## src/rtl/adc_res_pkg.sv

```systemverilog
package adc_res_pkg;
  localparam int RES_W  = 10;
  localparam int BYTE_W = 8;
  localparam int HI_W   = RES_W - BYTE_W;

  // keep the full sample in wide mode, only the lower byte in narrow mode
  function automatic logic [RES_W-1:0] fit_sample(input logic [RES_W-1:0] d,
                                                  input logic wide);
    logic [RES_W-1:0] r;
    r = d;
    if (!wide) r[RES_W-1:BYTE_W] = '0;
    return r;
  endfunction

  // next state of the hold flag; the release has priority over the arm
  function automatic logic next_hold(input logic cur, input logic flip,
                                     input logic wide, input logic rh,
                                     input logic rl);
    logic n;
    if (flip || rl)       n = 1'b0;
    else if (wide && rh)  n = 1'b1;
    else                  n = cur;
    return n;
  endfunction
endpackage

```

## src/rtl/adc_res_lock_ctrl.sv

```systemverilog
module adc_res_lock_ctrl
  import adc_res_pkg::*;
(
  input  logic clk,
  input  logic rst_n,
  input  logic wide_mode,
  input  logic conv_done,
  input  logic rd_hi,
  input  logic rd_lo,
  output logic hold_q,
  output logic mode_flip,
  output logic take
);
  logic mode_q;
  logic hold_d;

  assign mode_flip = (wide_mode != mode_q);
  assign hold_d    = next_hold(hold_q, mode_flip, wide_mode, rd_hi, rd_lo);
  // a sample is stored only if the hold is not in force after this edge
  assign take      = conv_done && !hold_d;

  always_ff @(posedge clk) begin
    if (!rst_n) begin
      hold_q <= 1'b0;
      mode_q <= 1'b0;
    end else begin
      hold_q <= hold_d;
      mode_q <= wide_mode;
    end
  end
endmodule

```

## src/rtl/adc_res_store.sv

```systemverilog
module adc_res_store
  import adc_res_pkg::*;
#(
  parameter int W = RES_W
) (
  input  logic         clk,
  input  logic         rst_n,
  input  logic         take,
  input  logic         wide_mode,
  input  logic [W-1:0] conv_data,
  output logic [W-1:0] res_q
);
  always_ff @(posedge clk) begin
    if (!rst_n)    res_q <= '0;
    else if (take) res_q <= fit_sample(conv_data, wide_mode);
  end
endmodule

```

## src/rtl/adc_res_rdmux.sv

```systemverilog
module adc_res_rdmux
  import adc_res_pkg::*;
(
  input  logic [RES_W-1:0]  res_q,
  input  logic              wide_mode,
  output logic [BYTE_W-1:0] rdata_hi,
  output logic [BYTE_W-1:0] rdata_lo
);
  assign rdata_lo = res_q[BYTE_W-1:0];

  for (genvar i = 0; i < BYTE_W; i++) begin : g_hi
    if (i < HI_W) begin : g_used
      assign rdata_hi[i] = res_q[BYTE_W+i] & wide_mode;
    end else begin : g_zero
      assign rdata_hi[i] = 1'b0;
    end
  end
endmodule

```

## src/rtl/adc_result_hold.sv

```systemverilog
module adc_result_hold
  import adc_res_pkg::*;
(
  input  logic              clk,
  input  logic              rst_n,
  input  logic              wide_mode,
  input  logic              conv_done,
  input  logic [RES_W-1:0]  conv_data,
  input  logic              rd_hi,
  input  logic              rd_lo,
  output logic [BYTE_W-1:0] rdata_hi,
  output logic [BYTE_W-1:0] rdata_lo
);
  logic             hold_q;
  logic             mode_flip;
  logic             take;
  logic [RES_W-1:0] res_q;

  adc_res_lock_ctrl u_ctrl (
    .clk(clk), .rst_n(rst_n), .wide_mode(wide_mode), .conv_done(conv_done),
    .rd_hi(rd_hi), .rd_lo(rd_lo), .hold_q(hold_q), .mode_flip(mode_flip),
    .take(take)
  );

  adc_res_store #(.W(RES_W)) u_store (
    .clk(clk), .rst_n(rst_n), .take(take), .wide_mode(wide_mode),
    .conv_data(conv_data), .res_q(res_q)
  );

  adc_res_rdmux u_mux (
    .res_q(res_q), .wide_mode(wide_mode),
    .rdata_hi(rdata_hi), .rdata_lo(rdata_lo)
  );
endmodule

```

## config.mk

```make
export PLATFORM = sky130hd
export DESIGN_NAME = adc_result_hold
export DESIGN_NICKNAME = d
export VERILOG_FILES = /design/src/rtl/adc_res_pkg.sv /design/src/rtl/adc_res_lock_ctrl.sv /design/src/rtl/adc_res_store.sv /design/src/rtl/adc_res_rdmux.sv /design/src/rtl/adc_result_hold.sv
export SDC_FILE = /design/constraint.sdc
export NUM_CORES = 1
export LEC_CHECK = 0
export BUFFER_PORTS_ARGS = -buffer_cell sky130_fd_sc_hd__buf_2
export CAP_MARGIN = 5
export CORE_UTILIZATION = 38
export CTS_BUF_LIST = sky130_fd_sc_hd__clkbuf_16
export CTS_CLUSTER_DIAMETER = 50
export DETAILED_ROUTE_END_ITERATION = 7
export PLACE_DENSITY = 0.69
export SLEW_MARGIN = 10
export SYNTH_ARGS = -nofsm -noshare
export SYNTH_HDL_FRONTEND = slang
export SYNTH_SLANG_ARGS = --single-unit
```

## constraint.sdc

```tcl
create_clock -name clk -period 1.2 [get_ports clk]
set_input_delay 0.18 -clock clk [delete_from_list [all_inputs] [get_ports clk]]
set_output_delay 0.18 -clock clk [all_outputs]
set_load 0.01 [all_outputs]
```

After elaboration in Yosys (flattened, before gate mapping)
Index checks and enable logic that the tools add are counted.
Widths: inputs -> output; s select.
{"block": "op_classes", "addsub": 0, "n_mul": 0, "n_div": 0, "n_lt_le_gt_ge": 0, "eq_ne": 1, "shift": 0, "muxes": 3, "bitwise_logic": 2, "n_reduce_logical": 4}
{"operator": "$and 1x1->1", "n": 2}
{"operator": "$logic_and 1x1->1", "n": 2}
{"operator": "$mux 1", "n": 2}
{"operator": "$mux 2", "n": 1}
{"operator": "$logic_not 1->1", "n": 1}
{"operator": "$logic_or 1x1->1", "n": 1}
{"operator": "$ne 1x1->1", "n": 1}
{"block": "word_totals", "register_bits": 12, "latch_bits": 0, "ram_bits": 0, "romBits": 0, "input_bits": 16, "output_inout_bits": 16, "mem_count": 0}

Depth between registers and ports, before layout
Gate-level depths: netlist (run 1).
{"block": "depth", "ltp_word": 5, "depth_mapped": 4, "depth_no_buf": 3}

Hierarchy
A second synthesis (run 1) with hierarchy kept.
{"block": "unflattened", "hier_cells": 61, "area_unflattened_um2": 604.3}
{"mod": "adc_res_store", "instances": 1, "cells_per_inst": 34, "area_per_inst_um2": 380.4, "seq_area_each_um2": 200.2}
{"mod": "adc_res_rdmux", "instances": 1, "cells_per_inst": 17, "area_per_inst_um2": 121.4, "seq_area_each_um2": 0.0}
{"mod": "adc_res_lock_ctrl", "instances": 1, "cells_per_inst": 10, "area_per_inst_um2": 102.6, "seq_area_each_um2": 40.0}

Worst setup path before layout (run 1)
OpenSTA, ideal clock, no wires.
{"block": "synth_timing", "kind": "flip-flop to flip-flop", "start": "register u_ctrl.hold_q", "end": "register u_store.res_q[0]", "setup_ns": 0.072, "arrival_ns": 1.142, "path_slack_ns": -0.013, "path_stages_with_launch": 5, "synth_period_minus_slack_ns": 1.213, "path_cell_list": "dfxtp_1 or2_1 a311oi_1 buf_4 mux2i_1"}
{"block": "synth_between", "elab_chain_len": 4}
{"element": "from (decl)", "line": "adc_res_lock_ctrl.sv:10", "text": "output logic hold_q,"}
{"element": "from (signal assigned)", "line": "adc_res_lock_ctrl.sv:27", "text": "hold_q <= hold_d;"}
{"element": "$mux 1", "line": "adc_res_pkg.sv:21", "text": "else if (wide && rh) n = 1'b1;"}
{"element": "$mux 1", "line": "adc_res_pkg.sv:20", "text": "if (flip || rl) n = 1'b0;"}
{"element": "$logic_not 1->1", "line": "adc_res_lock_ctrl.sv:20", "text": "assign take = conv_done && !hold_d;"}
{"element": "$logic_and 1x1->1", "line": "adc_res_lock_ctrl.sv:20"}
{"element": "to (signal assigned)", "line": "adc_res_store.sv:15", "text": "else if (take) res_q <= fit_sample(conv_data, wide_mode);"}
{"element": "to (decl)", "line": "adc_res_store.sv:11", "text": "output logic [W-1:0] res_q"}
Every way passes these cells.
A chain may end at the register's enable or synchronous reset.

Final worst setup path (run 1)
{"block": "layout_timing", "start": "register u_ctrl.hold_q", "end": "register u_store.res_q[4]"}
Same word-level chain as after synthesis.

==> results.sh, run 1 <==
export IMPL_run_status="finished with violations"
export IMPL_violations="negative setup slack"
export IMPL_grt_pass1_wl_mm=1.68
export IMPL_clockBufferDepth=2
export IMPL_clk_pin_slew_ns=0.04
export IMPL_seq_area_frac_synth=0.391
export IMPL_grt_overflow=0
export IMPL_yosysMostFrequentCell="nand2_1"
export IMPL_cts_sinks=12
export IMPL_syn_avg_cell_area_sq_um=8.65
export IMPL_r2r_cells=4
export IMPL_slew_violations=0
export IMPL_fin_worst_skew_ns=0.000742
export IMPL_min_period_ns=1.26
export IMPL_die_y_um=42.2
export IMPL_synth_flop_cell="dfxtp_1"
export IMPL_hold_path_class="input port to flip-flop"
export IMPL_total_power_mw=1.18
export IMPL_dp_final_hpwl_um=817
export IMPL_start_util=0.408
export IMPL_async_reset_ff_frac=0
export IMPL_antenna_found_initial=0
export IMPL_yosys_area_top_type="dfxtp_1"
export IMPL_drc=0
export IMPL_yosysWarnings=0
export IMPL_drt_iter0_drc=3
export IMPL_ant_nets=0
export IMPL_antennaDiodeCount=0
export IMPL_io_buffers=25
export IMPL_cp_endpoint="u_store.res_q[4]"
export IMPL_postLayoutSetupSlackWorst_ns=-0.0621
export IMPL_finalHoldViolCount=0
export IMPL_layout_area_seq_sq_um=241
export IMPL_crit_arrival_ns=1.42
export IMPL_synth_common_cells="nand2_1 (19), buf_4 (15), dfxtp_1 (12)"
export IMPL_routedWlPerCell_um=9.60
export IMPL_netlist_area_sq_um=614
export IMPL_grt_max_degree=17
export IMPL_layout_nets=111
export IMPL_synth_top_area_frac=0.391
export IMPL_wl_mm=1.06
export IMPL_startpoint="u_ctrl.hold_q"
export IMPL_chipWidth_um=42.2
export IMPL_clock_root_buffer="clkbuf_16"
export IMPL_endpoint_kind="flip-flop"
export IMPL_io_pins=32
export IMPL_nFillCells=148
export IMPL_worstSetupPathType="flip-flop to flip-flop"
export IMPL_final_util=0.526
export IMPL_die_area_sq_um=1780
export IMPL_post_route_period_util=1.05
export IMPL_place_worst_setup_slack_ns=-0.108
export IMPL_required_ns=1.36
export IMPL_grt_pass1_vias=441
export IMPL_vias=479
export IMPL_max_stage_delay_ns=0.31
export IMPL_finalSetupViolations=10
export IMPL_synth_area_leaders="dfxtp_1 (39%), buf_4 (18%), mux2i_1 (16%)"
export IMPL_numCtsBuffers=3
export IMPL_maxClockFrequency_ghz=0.792
export IMPL_fin_setup_tns_ns=-0.392
export IMPL_path_cells="or2_4 -> a311oi_2 -> buf_4 -> mux2i_1"
export IMPL_cp_start_kind="flip-flop"
export IMPL_ys_ff_latch=12
export IMPL_gr_usage_all_layers=0.126
export IMPL_p_leak_nw=0.410
export IMPL_synth_distinct_cells=15
export IMPL_gp_congestion=0.744
export IMPL_crit_fanout=6
export IMPL_synth_edff_count=0
export IMPL_ir_drop_v=0.000653
export IMPL_grt_setup_unrepaired="true"
export IMPL_cap_violations=0
export IMPL_r2r_start="u_ctrl.hold_q"
export IMPL_syn_instance_count=71
export IMPL_htree_levels=1
export IMPL_crit_slowest_cell="dfxtp_2"
export IMPL_r2r_end="u_store.res_q[4]"
export IMPL_core_sq_um=1510
export IMPL_powerDensity_nw_per_um2=1490
export IMPL_multi_input_area_sq_um=278
export IMPL_drive_above_1_share=0.394
export IMPL_dr_pass1_iters=4
export IMPL_area_delta_synth_final_pct=28.9
export IMPL_vias_per_cell=4.35
export IMPL_ff2ff_setup_slack_ns=-0.06
export IMPL_fp_row_count=14
export IMPL_clk_latency_ns=0.24
export IMPL_cts_tree="built"
## how the worst min path moves through the flow
stage | start | endpoint | slack [ns] | cells after the start
2_1_floorplan | rd_lo | u_ctrl.hold_q | 0.26 | 1
3_3_place_gp | rd_lo | u_ctrl.hold_q | 0.38 | 2
3_5_place_dp | rd_lo | u_ctrl.hold_q | 0.38 | 2
4_1_cts | rd_lo | u_ctrl.hold_q | 0.13 | 2
5_1_grt | rd_lo | u_ctrl.hold_q | 0.14 | 2
6_report | rd_lo | u_ctrl.hold_q | 0.13 | 2
## logic make-up (layout without fill, tap and decap cells)
kind of cell / after synthesis / after routing / synth area share
AOI/OAI and AO/OA: 2 / 2 / 0.0244
buffers and inverters: 18 / 36 / 0.202
DFF: 12 / 12 / 0.391
muxes: 10 / 10 / 0.163
other: 1 / 6 / 0.00610
and+or+nand+nor: 28 / 28 / 0.214
## metal layers
metal  vias up  global-route usage  share of wire
li1        256                   -              -
met1       205               0.132           0.44
met5         -                   0              0
met3         2              0.0388          0.057
met2        16               0.218           0.49
met4         0              0.0750         0.0085
## state kept, by name, summed over array words and instances (netlist names)
signal	cells
u_ctrl.hold_q	1
u_store.res_q	10
u_ctrl.mode_q	1
## critical path, delay by kind of cell, from the launching register on
family	cells	cell delay, ns
flops	1	0.31
buf+inv	1	0.22
compound gates	1	0.23
mux	1	0.20
simple gates	1	0.23
## stage by stage
step / cell area [sq um] / cells / hold WS, ns
2_1_floorplan: 633 / 76 / 0.256
3_3_place_gp: 694 / 104 / 0.378
3_5_place_dp: 694 / 104 / 0.380
4_1_cts: 781 / 109 / 0.132
5_1_grt: 792 / 110 / 0.143
6_report: 792 / 110 / 0.132
## repair_timing
action / CTS / global route
setup buffers: 1 / 1
hold buffers: 0 / 0
pin swaps: 1 / 0
setup endpoints to repair: 10 / 10
resized for setup: 0 / 2
## cell usage in the layout, fill, tap and decap left out, types with 2 or more instances in the layout
master     Yosys  layout
conb_1         1       6
mux2i_1       10      10
dfxtp_1       12      11
nor3b_1        2       2
clkbuf_16      0       3
buf_4         15       6
buf_2          0      25
nand2_1       19      19
and2_1         3       3
## area by class of cell
cell class | count | share of cell area
Timing Repair Buffer | 31 | 0.215
Tap cell | 16 | 0.0253
Sequential cell | 12 | 0.305
Multi-Input combinational cell | 46 | 0.351
Inverter | 1 | 0.00474
Clock buffer | 3 | 0.0948
Clock inverter | 1 | 0.00474
## power by group
group	switching [mW]	leakage (nW)	internal [mW]	total [mW]
Sequential	0.0115	0.0993	0.423	0.434
Combinational	0.0691	0.272	0.0699	0.139
Clock	0.165	0.0385	0.438	0.603
Total	0.246	0.410	0.931	1.18
Note: power is estimated with default switching activity, not from simulation.
==> run 2, diff against run 1 <==
Settings changed: CELL_PAD_IN_SITES_DETAIL_PLACEMENT set to 1, CELL_PAD_IN_SITES_GLOBAL_PLACEMENT set to 1, CORE_ASPECT_RATIO set to 1.5, CORE_UTILIZATION 38 to 27.
==> run 2 against run 1 <==
  * Critical endpoint is now u_store.res_q[0]
  * Die area increased by 39%
  * Critical path type unchanged
  * Sequential share of layout area about the same
  * Register-to-register slack got worse by 0.02 ns
  * Global-route usage decreased by 1.4 points
  * The flow still finishes with violations (negative setup slack)
  * Routed wire length increased by 18%
  * Worst hold slack improved by 0.0017 ns
  * Final area increased by 0.16%
  * Critical path depth unchanged
  * Sequential power about the same
  * Core utilization decreased by 14 points
==> results.sh, run 2 (synthesis results as in run 1) <==
export IMPL_gr_usage_met2=0.194
export IMPL_post_route_period_util=1.07
export IMPL_chipWidth_um=40.9
export IMPL_path_cells="or2_1 -> a311oi_2 -> buf_4 -> mux2i_1"
export IMPL_clock_root_buffer="clkbuf_16"
export IMPL_die_y_um=60.4
export IMPL_wl_mm=1.25
export IMPL_grt_pass1_vias=503
export IMPL_gr_usage_all_layers=0.113
export IMPL_fin_worst_skew_ns=0.000970
export IMPL_maxClockFrequency_ghz=0.778
export IMPL_powerDensity_nw_per_um2=1470
export IMPL_p_leak_nw=0.408
export IMPL_core_sq_um=2080
export IMPL_area_delta_synth_final_pct=29.1
export IMPL_crit_slowest_cell="dfxtp_2"
export IMPL_cp_start_kind="flip-flop"
export IMPL_holdBufCountCts=0
export IMPL_htree_levels=1
export IMPL_start_util=0.296
export IMPL_io_buffers=25
export IMPL_crit_fanout=6
export IMPL_dp_final_hpwl_um=947
export IMPL_clockBufferDepth=2
export IMPL_run_status="finished with violations"
export IMPL_slew_violations=0
export IMPL_gp_congestion=0.574
export IMPL_cts_tree="built"
export IMPL_finalHoldViolCount=0
export IMPL_vias_per_cell=4.55
export IMPL_cap_violations=0
export IMPL_regMostFlops="u_store.res_q"
export IMPL_antennaDiodeCount=0
export IMPL_layout_nets=111
export IMPL_layout_area_seq_sq_um=241
export IMPL_crit_arrival_ns=1.44
export IMPL_place_worst_setup_slack_ns=-0.129
export IMPL_clk_pin_slew_ns=0.04
export IMPL_top_usage_layer="met2"
export IMPL_endpoint_kind="flip-flop"
export IMPL_postLayoutSetupSlackWorst_ns=-0.0851
export IMPL_grt_setup_unrepaired="true"
export IMPL_dr_pass1_iters=2
export IMPL_layout_commonest_cell="buf_2"
export IMPL_io_pins=32
export IMPL_use_met3=0.0330
export IMPL_worstSetupPathType="flip-flop to flip-flop"
export IMPL_grt_max_degree=18
export IMPL_grt_pass1_wl_mm=1.76
export IMPL_drt_iter0_drc=14
export IMPL_placed_cell_area_sq_um=702
export IMPL_drive_above_1_share=0.387
export IMPL_ant_nets=0
export IMPL_holdWs_ns=0.133
export IMPL_final_cell_area_sq_um=793
export IMPL_required_ns=1.36
export IMPL_min_period_ns=1.29
export IMPL_ir_drop_v=0.000900
export IMPL_largest_reg_flops=10
export IMPL_die_area_sq_um=2470
export IMPL_cts_sinks=12
export IMPL_max_stage_delay_ns=0.31
export IMPL_reg_top3="u_store.res_q: 10 flops, u_ctrl.hold_q: 1 flops, u_ctrl.mode_q: 1 flops"
export IMPL_groute_layer_met1_usage=0.0884
export IMPL_nFillCells=263
export IMPL_fp_row_count=20
export IMPL_hold_path_class="input port to flip-flop"
export IMPL_multi_input_area_sq_um=275
export IMPL_final_util=0.382
export IMPL_violations="negative setup slack"
export IMPL_most_common_layout_cells="buf_2 (25), nand2_1 (19), dfxtp_1 (11), mux2i_1 (10)"
export IMPL_finalSetupViolations=10
export IMPL_vias=523
export IMPL_drc=0
export IMPL_grt_overflow=0
export IMPL_clk_latency_ns=0.23
export IMPL_numCtsBuffers=3
export IMPL_antenna_found_initial=0
export IMPL_routedWlPerCell_um=10.8
[run 2: worst max-delay path: cells and delay by family, from the launching register on]
family                 cells  cell delay, ns
DFF                        1            0.31
muxes                      1            0.20
and+or+nand+nor            1            0.23
AOI/OAI and AO/OA          1            0.25
buffers and inverters      1            0.22
[run 2: routing by layer]
layer / share of wire / wire length, um / up-vias
met2: 0.52 / 652 / 22
li1: - / - / 256
met3: 0.072 / 90 / 4
met1: 0.36 / 449 / 241
met4: 0.043 / 53 / 0
met5: 0 / 0 / -
[run 2: final cells by class]
type,count,share of cell area
clock buffer,3,0.0946
inverter,1,0.00473
multi-input combinational,46,0.347
sequential,12,0.304
tap,22,0.0347
timing repair buffer,31,0.215
[run 2: what timing repair did]
action / CTS / global route
resized for setup: 0 / 1
setup buffers: 1 / 1
pin swaps: 1 / 0
setup endpoints to repair: 10 / 10
[run 2: per-stage QoR]
stage / power [mW] / std cells / TNS [ns]
6_report: 1.16 / 115 / -0.508
2_1_floorplan: 0.549 / 76 / -0.134
4_1_cts: 1.18 / 114 / -0.718
3_3_place_gp: 0.573 / 110 / -0.537
3_5_place_dp: 0.578 / 110 / -1.00
5_1_grt: 1.22 / 115 / -1.37
[run 2: final timing paths]
| path | endpoint | slack [ns] | depth (start not counted) | from |
|---|---|---|---|---|
| worst max-delay path | u_store.res_q[0] | -0.09 | 4 | u_ctrl.hold_q |
| worst min-delay path | u_ctrl.hold_q | 0.13 | 2 | rd_lo |
| worst max register to register | u_store.res_q[0] | -0.09 | 4 | u_ctrl.hold_q |
| worst min register to register | u_store.res_q[2] | 0.45 | 2 | u_store.res_q[2] |
[run 2: report_power, final]
part | switching [mW] | internal, mW | total [mW]
clock network | 0.156 | 0.432 | 0.589
logic | 0.0707 | 0.0684 | 0.139
registers | 0.0117 | 0.423 | 0.435
==> run 3, diff against run 2 <==
Settings changed: PLACE_DENSITY 0.69 to 0.68, SYNTH_HIERARCHICAL set to 1.
==> run 3 against run 2 <==
  * The flow still finishes with violations (negative setup slack)
  * Via count is 13% lower
  * Total power is 2.3% higher
  * Largest cell class unchanged
  * Core utilization is 1.5 points higher
  * Register-to-register slack worse by 0.14 ns
  * Clock skew is 0.0012 ns higher
==> results.sh, run 3 <==
export IMPL_worstSetupPathType="flip-flop to flip-flop"
export IMPL_fin_setup_tns_ns=-2.07
export IMPL_yosysWarnings=6
export IMPL_dr_wl_met3_um=89
export IMPL_netlist_area_sq_um=596
export IMPL_drc=0
export IMPL_p_seq_frac=0.364
export IMPL_grt_setup_unrepaired="true"
export IMPL_total_power_mw=1.19
export IMPL_grt_pass1_vias=406
export IMPL_core_sq_um=2050
export IMPL_highest_layer="met4"
export IMPL_htree_levels=1
export IMPL_maxClockFrequency_ghz=0.703
export IMPL_required_ns=1.33
export IMPL_vias_per_cell=4.31
export IMPL_numCtsBuffers=3
export IMPL_multi_input_area_sq_um=265
export IMPL_gr_usage_all_layers=0.105
export IMPL_routedWlPerCell_um=12.0
export IMPL_largest_reg_flops=10
export IMPL_worstHoldPathCells=3
export IMPL_final_cell_area_sq_um=815
export IMPL_post_route_period_util=1.19
export IMPL_cap_violations=0
export IMPL_start_util=0.290
export IMPL_layout_area_seq_sq_um=243
export IMPL_r2r_end="u_store/res_q[4]"
export IMPL_reg_top3="u_store/res_q: 10 flops, u_ctrl/hold_q: 1 flops, u_ctrl/mode_q: 1 flops"
export IMPL_die_y_um=59.5
export IMPL_cts_tree="built"
export IMPL_layout_commonest_cell="buf_2"
export IMPL_min_delay_start="conv_data[2]"
export IMPL_slew_violations=0
export IMPL_combPwrFrac=0.127
export IMPL_fp_row_count=20
export IMPL_io_pins=32
export IMPL_layout_nets=101
export IMPL_most_common_layout_cells="buf_2 (25), dfxtp_1 (10), mux2i_1 (8), nor2b_1 (8), conb_1 (6)"
export IMPL_clock_root_buffer="clkbuf_16"
export IMPL_endpoint_kind="flip-flop"
export IMPL_regMostFlops="u_store/res_q"
export IMPL_p_leak_nw=0.406
export IMPL_intPower_uw=942
export IMPL_ir_drop_v=0.000642
export IMPL_fin_worst_skew_ns=0.00214
export IMPL_antenna_found_initial=0
export IMPL_cts_sinks=12
export IMPL_clkPwrFrac=0.509
export IMPL_r2r_start="u_ctrl/mode_q"
export IMPL_cp_start_kind="flip-flop"
export IMPL_crit_arrival_ns=1.55
export IMPL_run_status="finished with violations"
export IMPL_io_buffers=25
export IMPL_drt_iter0_drc=4
export IMPL_chipWidth_um=40.3
export IMPL_clockBufferDepth=2
export IMPL_wl_mm=1.27
export IMPL_vias=457
export IMPL_wl_met2_um=614
export IMPL_nFillCells=235
export IMPL_powerDensity_nw_per_um2=1460
export IMPL_die_area_sq_um=2400
export IMPL_grt_overflow=0
export IMPL_finalSetupViolations=10
export IMPL_swShare=0.207
export IMPL_clk_latency_ns=0.24
export IMPL_crit_fanout=6
export IMPL_min_period_ns=1.42
export IMPL_drive_above_1_share=0.464
export IMPL_hold_path_class="input port to flip-flop"
export IMPL_hold_end="u_store/res_q[2]"
export IMPL_r2r_cells=5
export IMPL_gp_congestion=0.640
export IMPL_ant_nets=0
export IMPL_placed_cell_area_sq_um=689
export IMPL_antennaDiodeCount=0
export IMPL_dr_pass1_iters=4
export IMPL_final_util=0.397
export IMPL_violations="negative setup slack"
export IMPL_ff2ff_setup_slack_ns=-0.22
export IMPL_p_switching_uw=247
export IMPL_finalHoldViolCount=0
export IMPL_postLayoutSetupSlackWorst_ns=-0.223
export IMPL_holdBufCountCts=0
export IMPL_syn_instance_count=60
export IMPL_area_delta_synth_final_pct=36.8
export IMPL_clk_pin_slew_ns=0.04
export IMPL_grt_pass1_wl_mm=1.65
export IMPL_wl_met1_um=534
export IMPL_syn_avg_cell_area_sq_um=9.93
export IMPL_grt_max_degree=15
==> run 3: cell count changes in the layout (fill, tap and decap cells not counted), sizes merged, moves of 2 or more <==
cell	change
nand4	+2
nand2	-17
nand3b	+2
mux2i	-2
nor2b	+7
nor3b	-2
==> run 3: cell type report <==
| class | instances | share of cell area |
|---|---|---|
| clock buffer | 3 | 0.0922 |
| clock inverter | 1 | 0.00461 |
| multi-input combinational | 37 | 0.326 |
| sequential | 12 | 0.298 |
| tap | 22 | 0.0338 |
| timing repair buffer | 31 | 0.246 |
==> run 3: worst max path at each step <==
| stage | cells past startpoint | from | slack (ns) | to |
|---|---|---|---|---|
| 3_5_place_dp | 6 | rd_lo | -0.26 | u_store/res_q[4] |
| 4_1_cts | 5 | u_ctrl/mode_q | -0.23 | u_store/res_q[4] |
| 6_report | 5 | u_ctrl/mode_q | -0.22 | u_store/res_q[4] |
| 2_1_floorplan | 5 | u_ctrl/mode_q | -0.15 | u_store/res_q[2] |
| 5_1_grt | 5 | u_ctrl/mode_q | -0.29 | u_store/res_q[0] |
| 3_3_place_gp | 6 | rd_lo | -0.20 | u_store/res_q[1] |
==> run 3: per-stage QoR <==
step           hold slack, ns  worst slack [ns]  cells
6_report                0.201            -0.223    106
2_1_floorplan           0.302            -0.154     65
3_5_place_dp            0.451            -0.258    100
5_1_grt                 0.203            -0.293    106
3_3_place_gp            0.431            -0.204    100
4_1_cts                 0.203            -0.227    104
==> run 3: power groups by stage <==
| stage | logic, mW | registers (mW) | clock network [mW] |
|---|---|---|---|
| 2_1_floorplan | 0.107 | 0.436 | 0 |
| 3_3_place_gp | 0.131 | 0.438 | 0 |
| 6_report | 0.151 | 0.432 | 0.606 |
| 4_1_cts | 0.135 | 0.432 | 0.627 |
| 3_5_place_dp | 0.135 | 0.439 | 0 |
| 5_1_grt | 0.164 | 0.435 | 0.650 |
==> run 3: critical path: stages, from the launching register on <==
cell and delay [ns]:
dfxtp_2 0.31, or4b_4 0.47, o211a_4 0.18, buf_12 0.14, mux2i_1 0.15, nor2b_1 0.06
==> run 3: repair_timing <==
action                     4_1_cts  5_1_grt
buffers inserted                 0        1
hold endpoints to repair         0        0
gates resized for setup          0        4
gates cloned                     0        1
setup endpoints to repair       10       10
==> run 3: routing by layer <==
| layer | GRT usage | up-vias |
|---|---|---|
| met4 | 0.0857 | 0 |
| met3 | 0.0338 | 4 |
| met1 | 0.122 | 205 |
| met2 | 0.150 | 21 |
| li1 | - | 227 |
| met5 | 0 | - |
